## src/rtl/clk_src_pkg.sv

```systemverilog
package clk_src_pkg;

  typedef enum logic [2:0] {
    ST_NONE = 3'd0,
    ST_R1   = 3'd1,
    ST_R2   = 3'd2,
    ST_R3   = 3'd3,
    ST_R4   = 3'd4,
    ST_HALT = 3'd5,
    ST_STOP = 3'd6
  } clkState_e;

  typedef enum logic [1:0] {
    LP_RUN  = 2'd0,
    LP_HALT = 2'd1,
    LP_STOP = 2'd2
  } lpMode_e;

  typedef struct packed {
    logic mainOff;
    logic selMain;
    logic ringOff;
  } swBits_t;

  typedef struct packed {
    logic wrTake;
    logic wrBad;
    logic goHalt;
    logic goStop;
    logic wake;
  } ctlStrb_t;

  localparam swBits_t RESET_BITS = '{mainOff: 1'b1, selMain: 1'b0, ringOff: 1'b0};

  function automatic clkState_e bitsToRun(swBits_t b);
    case ({b.mainOff, b.selMain, b.ringOff})
      3'b100:  return ST_R1;
      3'b000:  return ST_R2;
      3'b010:  return ST_R3;
      3'b011:  return ST_R4;
      default: return ST_NONE;
    endcase
  endfunction

  function automatic logic moveOk(clkState_e src, clkState_e dst,
                                  logic stat, logic qual, logic strap);
    case ({src, dst})
      {ST_R1, ST_R2}: return 1'b1;
      {ST_R2, ST_R1}: return !stat;
      {ST_R2, ST_R3}: return qual;
      {ST_R3, ST_R2}: return 1'b1;
      {ST_R3, ST_R4}: return stat && strap;
      {ST_R4, ST_R3}: return 1'b1;
      default:        return 1'b0;
    endcase
  endfunction

endpackage

```

## src/rtl/clk_src_fsm.sv

```systemverilog
module clk_src_fsm
  import clk_src_pkg::*;
(
  input  lpMode_e  lpMode,
  input  logic     wr,
  input  swBits_t  wrBits,
  input  swBits_t  curBits,
  input  logic     haltReq,
  input  logic     stopReq,
  input  logic     wakeReq,
  input  logic     clkStat,
  input  logic     stabQual,
  input  logic     strap,
  output ctlStrb_t strb
);

  clkState_e curRun;
  clkState_e tgtRun;
  logic      inRun;
  logic      isChange;

  always_comb begin
    curRun   = bitsToRun(curBits);
    tgtRun   = bitsToRun(wrBits);
    inRun    = (lpMode == LP_RUN);
    isChange = (wrBits != curBits);
    strb     = '0;
    if (inRun) begin
      strb.goStop = stopReq;
      strb.goHalt = haltReq && !stopReq;
      if (wr && isChange) begin
        if (moveOk(curRun, tgtRun, clkStat, stabQual, strap)) strb.wrTake = 1'b1;
        else                                                 strb.wrBad  = 1'b1;
      end
    end else begin
      strb.wake = wakeReq;
    end
  end

endmodule

```

## src/rtl/clk_src_dp.sv

```systemverilog
module clk_src_dp
  import clk_src_pkg::*;
(
  input  logic     clk,
  input  logic     rst,
  input  ctlStrb_t strb,
  input  swBits_t  wrBits,
  input  logic     stabDone,
  input  logic     strap,
  output lpMode_e  lpMode,
  output swBits_t  curBits,
  output logic     clkStat,
  output logic     stabQual,
  output logic     errFlag,
  output logic     mainOscEn,
  output logic     ringOscEn,
  output logic     cpuClkSel,
  output logic     wdtClkEn,
  output logic [2:0] stateCode
);

  swBits_t bitsQ;
  lpMode_e lpQ;
  logic    statQ;
  logic    stabPrevQ;
  logic    qualQ;
  logic    errQ;
  logic    stabEdge;
  logic    qualClr;

  always_ff @(posedge clk) begin
    if (rst)              bitsQ <= RESET_BITS;
    else if (strb.wrTake) bitsQ <= wrBits;
  end

  always_ff @(posedge clk) begin
    if (rst)              lpQ <= LP_RUN;
    else if (strb.goStop) lpQ <= LP_STOP;
    else if (strb.goHalt) lpQ <= LP_HALT;
    else if (strb.wake)   lpQ <= LP_RUN;
  end

  // Source status trails the select by one cycle (switch handshake).
  always_ff @(posedge clk) begin
    if (rst) statQ <= 1'b0;
    else     statQ <= bitsQ.selMain;
  end

  assign stabEdge = stabDone && !stabPrevQ && mainOscEn;
  assign qualClr  = strb.goStop || (strb.wrTake && wrBits.mainOff);

  always_ff @(posedge clk) begin
    if (rst) begin
      stabPrevQ <= 1'b0;
      qualQ     <= 1'b0;
    end else begin
      stabPrevQ <= stabDone;
      if (qualClr)       qualQ <= 1'b0;
      else if (stabEdge) qualQ <= 1'b1;
    end
  end

  always_ff @(posedge clk) begin
    if (rst)             errQ <= 1'b0;
    else if (strb.wrBad) errQ <= 1'b1;
  end

  always_comb begin
    case (lpQ)
      LP_HALT: stateCode = ST_HALT;
      LP_STOP: stateCode = ST_STOP;
      default: stateCode = bitsToRun(bitsQ);
    endcase
  end

  assign lpMode    = lpQ;
  assign curBits   = bitsQ;
  assign clkStat   = statQ;
  assign stabQual  = qualQ;
  assign errFlag   = errQ;
  assign cpuClkSel = bitsQ.selMain;
  assign mainOscEn = !bitsQ.mainOff && (lpQ != LP_STOP);
  assign ringOscEn = strap ? !bitsQ.ringOff : 1'b1;
  assign wdtClkEn  = !(strap && (lpQ != LP_RUN));

endmodule

```

## src/rtl/clk_src_ctrl.sv

```systemverilog
module clk_src_ctrl
  import clk_src_pkg::*;
#(
  parameter int RST_SRC_N = 5
) (
  input  logic                 clk,
  input  logic [RST_SRC_N-1:0] rstSrc,
  input  logic                 strapRingSw,
  input  logic                 ctlWr,
  input  logic                 ctlMainOff,
  input  logic                 ctlSelMain,
  input  logic                 ctlRingOff,
  input  logic                 haltReq,
  input  logic                 stopReq,
  input  logic                 wakeReq,
  input  logic                 stabDone,
  output logic                 mainOscEn,
  output logic                 ringOscEn,
  output logic                 cpuClkSel,
  output logic                 clkStat,
  output logic                 wdtClkEn,
  output logic [2:0]           stateCode,
  output logic                 errFlag
);

  logic     anyRst;
  swBits_t  wrBits;
  swBits_t  curBits;
  lpMode_e  lpMode;
  ctlStrb_t strb;
  logic     stabQual;
  logic     statInt;

  assign anyRst = |rstSrc;
  assign wrBits = '{mainOff: ctlMainOff, selMain: ctlSelMain, ringOff: ctlRingOff};

  clk_src_fsm fsm_i (
    .lpMode  (lpMode),
    .wr      (ctlWr),
    .wrBits  (wrBits),
    .curBits (curBits),
    .haltReq (haltReq),
    .stopReq (stopReq),
    .wakeReq (wakeReq),
    .clkStat (statInt),
    .stabQual(stabQual),
    .strap   (strapRingSw),
    .strb    (strb)
  );

  clk_src_dp dp_i (
    .clk      (clk),
    .rst      (anyRst),
    .strb     (strb),
    .wrBits   (wrBits),
    .stabDone (stabDone),
    .strap    (strapRingSw),
    .lpMode   (lpMode),
    .curBits  (curBits),
    .clkStat  (statInt),
    .stabQual (stabQual),
    .errFlag  (errFlag),
    .mainOscEn(mainOscEn),
    .ringOscEn(ringOscEn),
    .cpuClkSel(cpuClkSel),
    .wdtClkEn (wdtClkEn),
    .stateCode(stateCode)
  );

  assign clkStat = statInt;

endmodule

```

## config.mk

```make
export PLATFORM = sky130hd
export DESIGN_NAME = clk_src_ctrl
export DESIGN_NICKNAME = d
export VERILOG_FILES = /design/src/rtl/clk_src_pkg.sv /design/src/rtl/clk_src_fsm.sv /design/src/rtl/clk_src_dp.sv /design/src/rtl/clk_src_ctrl.sv
export SDC_FILE = /design/constraint.sdc
export NUM_CORES = 1
export LEC_CHECK = 0
export BUFFER_PORTS_ARGS = -buffer_cell sky130_fd_sc_hd__clkbuf_2
export CAP_MARGIN = 5
export CORE_MARGIN = 2
export CORE_UTILIZATION = 46
export DETAILED_ROUTE_END_ITERATION = 6
export PLACE_DENSITY = 0.76
export SYNTH_ARGS = -nofsm -noshare
export SYNTH_HDL_FRONTEND = slang
export SYNTH_SLANG_ARGS = --single-unit
```

## constraint.sdc

```tcl
create_clock -name clk -period 1.8 [get_ports clk]
set_input_delay 0.27 -clock clk [delete_from_list [all_inputs] [get_ports clk]]
set_output_delay 0.27 -clock clk [all_outputs]
set_load 0.02 [all_outputs]
```

After elaboration in Yosys (flattened, before gate mapping)
Index checks and enable logic that the tools add are counted.

storage, ports and cells
  bits in registers = 9
  output and inout bits = 9
  word-level logic and storage cells = 65

operators by class
  equal/unequal tests = 16
  multiplexer cells = 15
  reduce and logical (&&, ||, !) cells = 25

operators with widths
  cell                  number
  $eq A6 B5 Y1 const B  4
  $pmux W3 S4           2
  $eq A3 B2 Y1 const B  4
  $reduce_or A6 Y1      2
  $logic_and A1 B1 Y1   8
  $mux W2               4
  $eq A3 B3 Y1 const B  2
  $eq A6 B4 Y1 const B  1
  $eq A6 B6 Y1 const B  1
  $logic_not A1 Y1      6
  $logic_not A3 Y1      2
  $mux W1               6
  $pmux W3 S2           1
  $reduce_or A5 Y1      1
  $mux W4               1
  $pmux W1 S4           1
  $reduce_bool A2 Y1    2
  $ne A3 B3 Y1          1
  $reduce_bool A3 Y1    1
  $reduce_or A3 Y1      1
  $eq A2 B1 Y1 const B  1
  $eq A2 B2 Y1 const B  1
  $logic_not A2 Y1      1
  $ne A2 B2 Y1 const B  1
  $logic_or A1 B1 Y1    1

Longest topological paths before layout
  depth in word-level cells = 13
  depth in mapped cells = 7
  depth with buffers taken out = 7

Hierarchy
From an unflattened synthesis, not the netlist that was laid out.

unflattened totals
  cells, all modules = 69
  area total of the unflattened synthesis = 583.1 um^2

by module, submodules not included
  module        instances  cells an instance  area each (um^2)  sequential area each (um^2)
  clk_src_dp    1          43                 415.4             180.2
  clk_src_fsm   1          23                 155.1             0.0
  clk_src_ctrl  1          3                  12.5              0.0

Worst setup path after synthesis
No wires, ideal clock.

  path type = register to register
  start = register dp_i.bitsQ (netlist bit dp_i.cpuClkSel)
  end = register dp_i.qualQ, in the netlist dp_i.stabQual
  library setup time = 60 ps
  arrival = 1661 ps
  slack = 79 ps
  stages on the path, launching flop included = 7
  path buffers = 0
  cell sequence = dfxtp_1 > inv_2 > or4b_1 > a21o_1 > and4_4 > nand3_2 > o2111a_1

on the way
  word-level cells in the longest chain between the ends = 13
  elaborated cells on any way between the ends = 23
  those cells by class = 10 x eq/ne; 7 x mux; 6 x reduce/logical

ends and longest elaborated chain
  item                                  RTL line           text
  from (decl)                           clk_src_dp.sv:22   swBits_t bitsQ;
  from (signal assigned)                clk_src_dp.sv:33   else if (strb.wrTake) bitsQ <= wrBits;
  $eq A3 B2 Y1 (tied with other cells)  clk_src_pkg.sv:36  case ({b.mainOff, b.selMain, b.ringOff})
  $pmux W3 S4                           clk_src_pkg.sv:36
  $eq A6 B4 Y1 (tied with other cells)  clk_src_pkg.sv:47  case ({src, dst})
  $reduce_or A3 Y1 (no line)            n/a
  $pmux W1 S4                           clk_src_pkg.sv:47
  $mux W1                               clk_src_fsm.sv:31  if (wr && isChange) begin
  $mux W1                               clk_src_fsm.sv:28  if (inRun) begin
  $mux W1                               clk_src_fsm.sv:32  if (moveOk(curRun, tgtRun, clkStat, stabQual, strap)) strb.wrTake = 1'b1;
  $mux W2 (*)                           clk_src_fsm.sv:31
  $mux W4 (*)                           clk_src_fsm.sv:28
  $logic_and A1 B1 Y1 (*)               clk_src_dp.sv:50   assign qualClr = strb.goStop || (strb.wrTake && wrBits.mainOff);
  $logic_or A1 B1 Y1 (*)                clk_src_dp.sv:50
  $reduce_or A6 Y1 (no line) (*)        n/a
  to (signal assigned)                  clk_src_dp.sv:55   qualQ <= 1'b0;
  to (signal assigned)                  clk_src_dp.sv:58   if (qualClr) qualQ <= 1'b0;
  to (signal assigned)                  clk_src_dp.sv:59   else if (stabEdge) qualQ <= 1'b1;
  to (decl)                             clk_src_dp.sv:26   logic qualQ;

Mark *: on every way between the ends. The rest lies on a longest branch, timed or not. The select of a mux whose other input is x is not followed.
A chain may end at the register's enable or synchronous reset.

Worst setup path in the final report
  start = register dp_i.bitsQ (netlist bit dp_i.cpuClkSel)
  end = output stateCode[0]

on the way
  word-level cells in the longest chain between the ends = 3
  elaborated cells on any way between the ends = 6
  those cells by class = 3 x eq/ne; 2 x mux; 1 x reduce/logical

ends and longest elaborated chain
  item                                  RTL line            text
  $eq A3 B2 Y1 (tied with other cells)  clk_src_pkg.sv:36
  $pmux W3 S4 (*)                       clk_src_pkg.sv:36
  $pmux W3 S2 (*)                       clk_src_dp.sv:69    case (lpQ)
  to (decl)                             clk_src_ctrl.sv:22  output logic [2:0] stateCode,

Mark *: on every way between the ends. The rest lies on a longest branch, timed or not.

==> results by group <==
Floorplanning
  – Starting Density: approximately half
  – Num ports: 24
  – Die Y: about 41 um
  – Area of the die: 0.00167 sq mm
  – Die width: 40.9 um
  – Placeable Area: 0.00128 sq mm
  – Std cell rows: 13

Routing
  – Total wire length: 1.46 mm
  – DRT Pass-1 Iters: 4
  – DRC Markers: 0
  – Wirelength per Cell: 12.6 um
  – Vias: 624
  – Drt via density: around 5.4
  – Antenna-violating nets left: 0
  – DR iter-0 viols: 14

Finish
  – # diodes: 0
  – Share of cells above drive strength 1: 36.6%
  – Final Cell Area: 803 sq um
  – Layout area overhead: 28.1%
  – Layout net count: 120

Worst setup path
  – Critical path's slowest cell: dfxtp_1
  – R2r endpoint: dp_i.stabQual
  – Critical Path End: stateCode[0]
  – Critical Path Fanout Max: 4
  – CP Capture Type: primary output
  – CP cell instances: buf_4 -> and2b_2 -> o21bai_1 -> o21ai_0 -> clkbuf_2
  – Crit-path max cell delay: 0.34 ns
  – CP startpoint: dp_i.cpuClkSel
  – Reg2reg start: dp_i.cpuClkSel
  – FF-to-FF setup slack: 0.18 ns
  – Crit path DAT: 1.44 ns
  – Worst EP required: 1.53 ns
  – R2R cell count: 6
  – Critical path type: flip-flop to primary output
  – Setup crit start kind: flip-flop

Clock tree
  – Resized Gates After CTS: 0
  – CTS Buffer Depth: 2
  – Worst skew pair latency: ~0.26 ns
  – Post-CTS Setup Inserts: 0
  – CTS tree: yes
  – H-tree levels: 1
  – Number of CTS-inserted buffers: 3
  – Clk root buf: clkbuf_4
  – # hold bufs at CTS: 0
  – CTS Sinks: 9
  – CTS clock-pin slew for the worst setup and hold paths: 0.06 ns

Synth
  – Post-Syn Instances: 75
  – Syn_nets: 93
  – Post-synthesis cell area: 627 sq um
  – Sequential share of the synthesized area: 28.7%
  – Synth Register Bits: 9
  – Ys Warns: 0
  – Post-synthesis cell type count: 35
  – Syn_area_per_cell: ~8.4 sq um

STA
  – Max-slew headroom: 75.4%
  – Setup TNS: 0 ns
  – Final hold vios: 0
  – Finish-stage setup viols: 0
  – Max Clock Freq: 584 MHz
  – Clk_skew: approximately 0.004 ns
  – Period utilization: 95.1%
  – RSZ-0062 raised after global routing: false
  – Tmin final: 1.71 ns
  – Worst slew pin tran: about 0.37 ns
  – Fin. max-slew vios: 0

Power and ir drop
  – Power share of the sequential group: 48.4%
  – Sw power: 101 uW
  – Max VDD drop: 372 uV
  – Logic pwr share: 15.0%
  – Switching Share: 24.4%
  – Internal power: 314 uW
  – Leak: around 0.34 nW
  – PwrDens: roughly 520 mW/mm^2
  – Clk pwr share: 36.7%

Global route
  – Via count of the first global-routing pass: 510
  – Largest net degree at the start of global routing: 11
  – Global-route wire length before repair: 2.15 mm
  – GRT Overall Usage: 20.3%
  – Initial antenna violation count: 0
  – Total congestion overflow: 0

Hold path
  – Hold WC Path Type: primary input to flip-flop

Flow run
  – Max Cap Viol: 0

Placement
  – Port Buf Inserts: 23
  – Post-DP Area: 761 sq um
  – Post-DP HPWL: 1.17 mm
  – Placer Congestion: 0.773

Run status
  – Outcome: finished, final reports clean
per-layer routing:
| layer | wire [um] | global-route usage, % |
|---|---|---|
| met3 | 71 | 6.52 |
| met5 | 0 | 0 |
| met4 | 27 | 10.8 |
| met2 | 707 | 30.1 |
| met1 | 650 | 25.7 |
cells in the final DEF, fill, tap and decap left out, drive strengths merged, types with 2 or more instances in the layout:
cell / n
buf: 3
nand3: 5
clkbuf: 26
dfxtp: 9
nor2: 2
nor3: 2
nor2b: 3
o21ai: 6
ha: 3
a21oi: 2
a21o: 3
nand2: 7
inv: 5
xnor2: 3
nand4: 2
nand2b: 2
a21boi: 3
registers in the layout, summed over array words and instances, names as in the netlist:
register        count
dp_i.curBits        2
dp_i.lpMode         2
dp_i.clkStat        1
dp_i.cpuClkSel      1
dp_i.errFlag        1
dp_i.stabPrevQ      1
dp_i.stabQual       1
worst max-delay path, delay by kind of cell, from the launching register on:
kind	cells	cell delay, ns
and+or+nand+nor	1	0.21
AOI/OAI and AO/OA	2	0.33
DFF	1	0.34
buffers and inverters	2	0.29
power groups by stage:
stage	registers (mW)	logic (mW)	clock network [mW]
6_report	0.201	0.0621	0.152
5_1_grt	0.201	0.0683	0.175
4_1_cts	0.201	0.0613	0.154
3_5_place_dp	0.205	0.0605	0
3_3_place_gp	0.205	0.0588	0
2_1_floorplan	0.205	0.0356	0
cell families after synthesis:
logic type      share of synthesized area, %
xor+xnor                                4.19
buf+inv                                 5.39
compound gates                          24.8
fa+ha+maj                               5.99
flops                                   28.7
simple gates                            30.9
layout make-up:
class	instances	area, sq um
fillers	125	482
multi-input cells	58	428
flip-flops and latches	9	181
repair buffers	25	130
clock buffers	4	26.3
inverters	5	18.8
well taps	15	18.8
synth_stat cells:
library cell | number | share of area, %
nand4b_1 | 1 | 1.4
inv_1 | 4 | 2.4
nor2_1 | 2 | 1.2
o21ai_1 | 1 | 0.80
a21oi_1 | 2 | 1.6
nor2b_1 | 3 | 3.0
dfxtp_1 | 9 | 29
a31oi_4 | 1 | 3.4
nand4_1 | 2 | 2.0
buf_2 | 3 | 2.4
and2_1 | 1 | 1.0
o2111a_1 | 1 | 1.8
a21boi_0 | 1 | 1.2
o22ai_1 | 1 | 1.0
nand3_1 | 4 | 3.2
nor4b_1 | 1 | 1.4
nor3b_1 | 1 | 1.2
nand3_2 | 1 | 1.6
o21ai_0 | 5 | 4.0
inv_2 | 1 | 0.60
nand2b_1 | 2 | 2.0
xnor2_1 | 3 | 4.2
a21boi_1 | 2 | 2.4
nand3b_1 | 1 | 1.2
nor3_1 | 2 | 1.6
nand2_1 | 7 | 4.2
or4_1 | 1 | 1.2
ha_1 | 3 | 6.0
and4_4 | 1 | 1.8
and2b_2 | 1 | 1.4
a21o_1 | 3 | 3.6
o21bai_1 | 1 | 1.2
or4b_1 | 1 | 1.6
o31ai_1 | 1 | 1.2
o41ai_2 | 1 | 2.6
stage by stage:
stage,hold WS (ns),std cells,util (%),power [mW],setup WS [ns]
6_report,0.203,116,62.5,0.415,0.0878
5_1_grt,0.206,116,62.5,0.444,0.00193
4_1_cts,0.207,116,61.2,0.416,0.0353
3_5_place_dp,0.481,112,59.2,0.266,0.166
3_3_place_gp,0.476,112,59.2,0.264,0.182
2_1_floorplan,0.349,75,-,0.241,0.0789
worst min-delay path by stage:
| stage | depth (start not counted) | slack (ns) | endpoint | from |
|---|---|---|---|---|
| floorplan | 1 | 0.35 | dp_i.errFlag | rstSrc[1] |
| global placement | 2 | 0.48 | dp_i.errFlag | rstSrc[1] |
| detailed placement | 2 | 0.48 | dp_i.errFlag | rstSrc[1] |
| CTS | 2 | 0.21 | dp_i.errFlag | rstSrc[1] |
| global route | 2 | 0.21 | dp_i.errFlag | rstSrc[1] |
| finish | 2 | 0.20 | dp_i.errFlag | rstSrc[1] |
No activity file was read; power rests on OpenSTA's default activity.
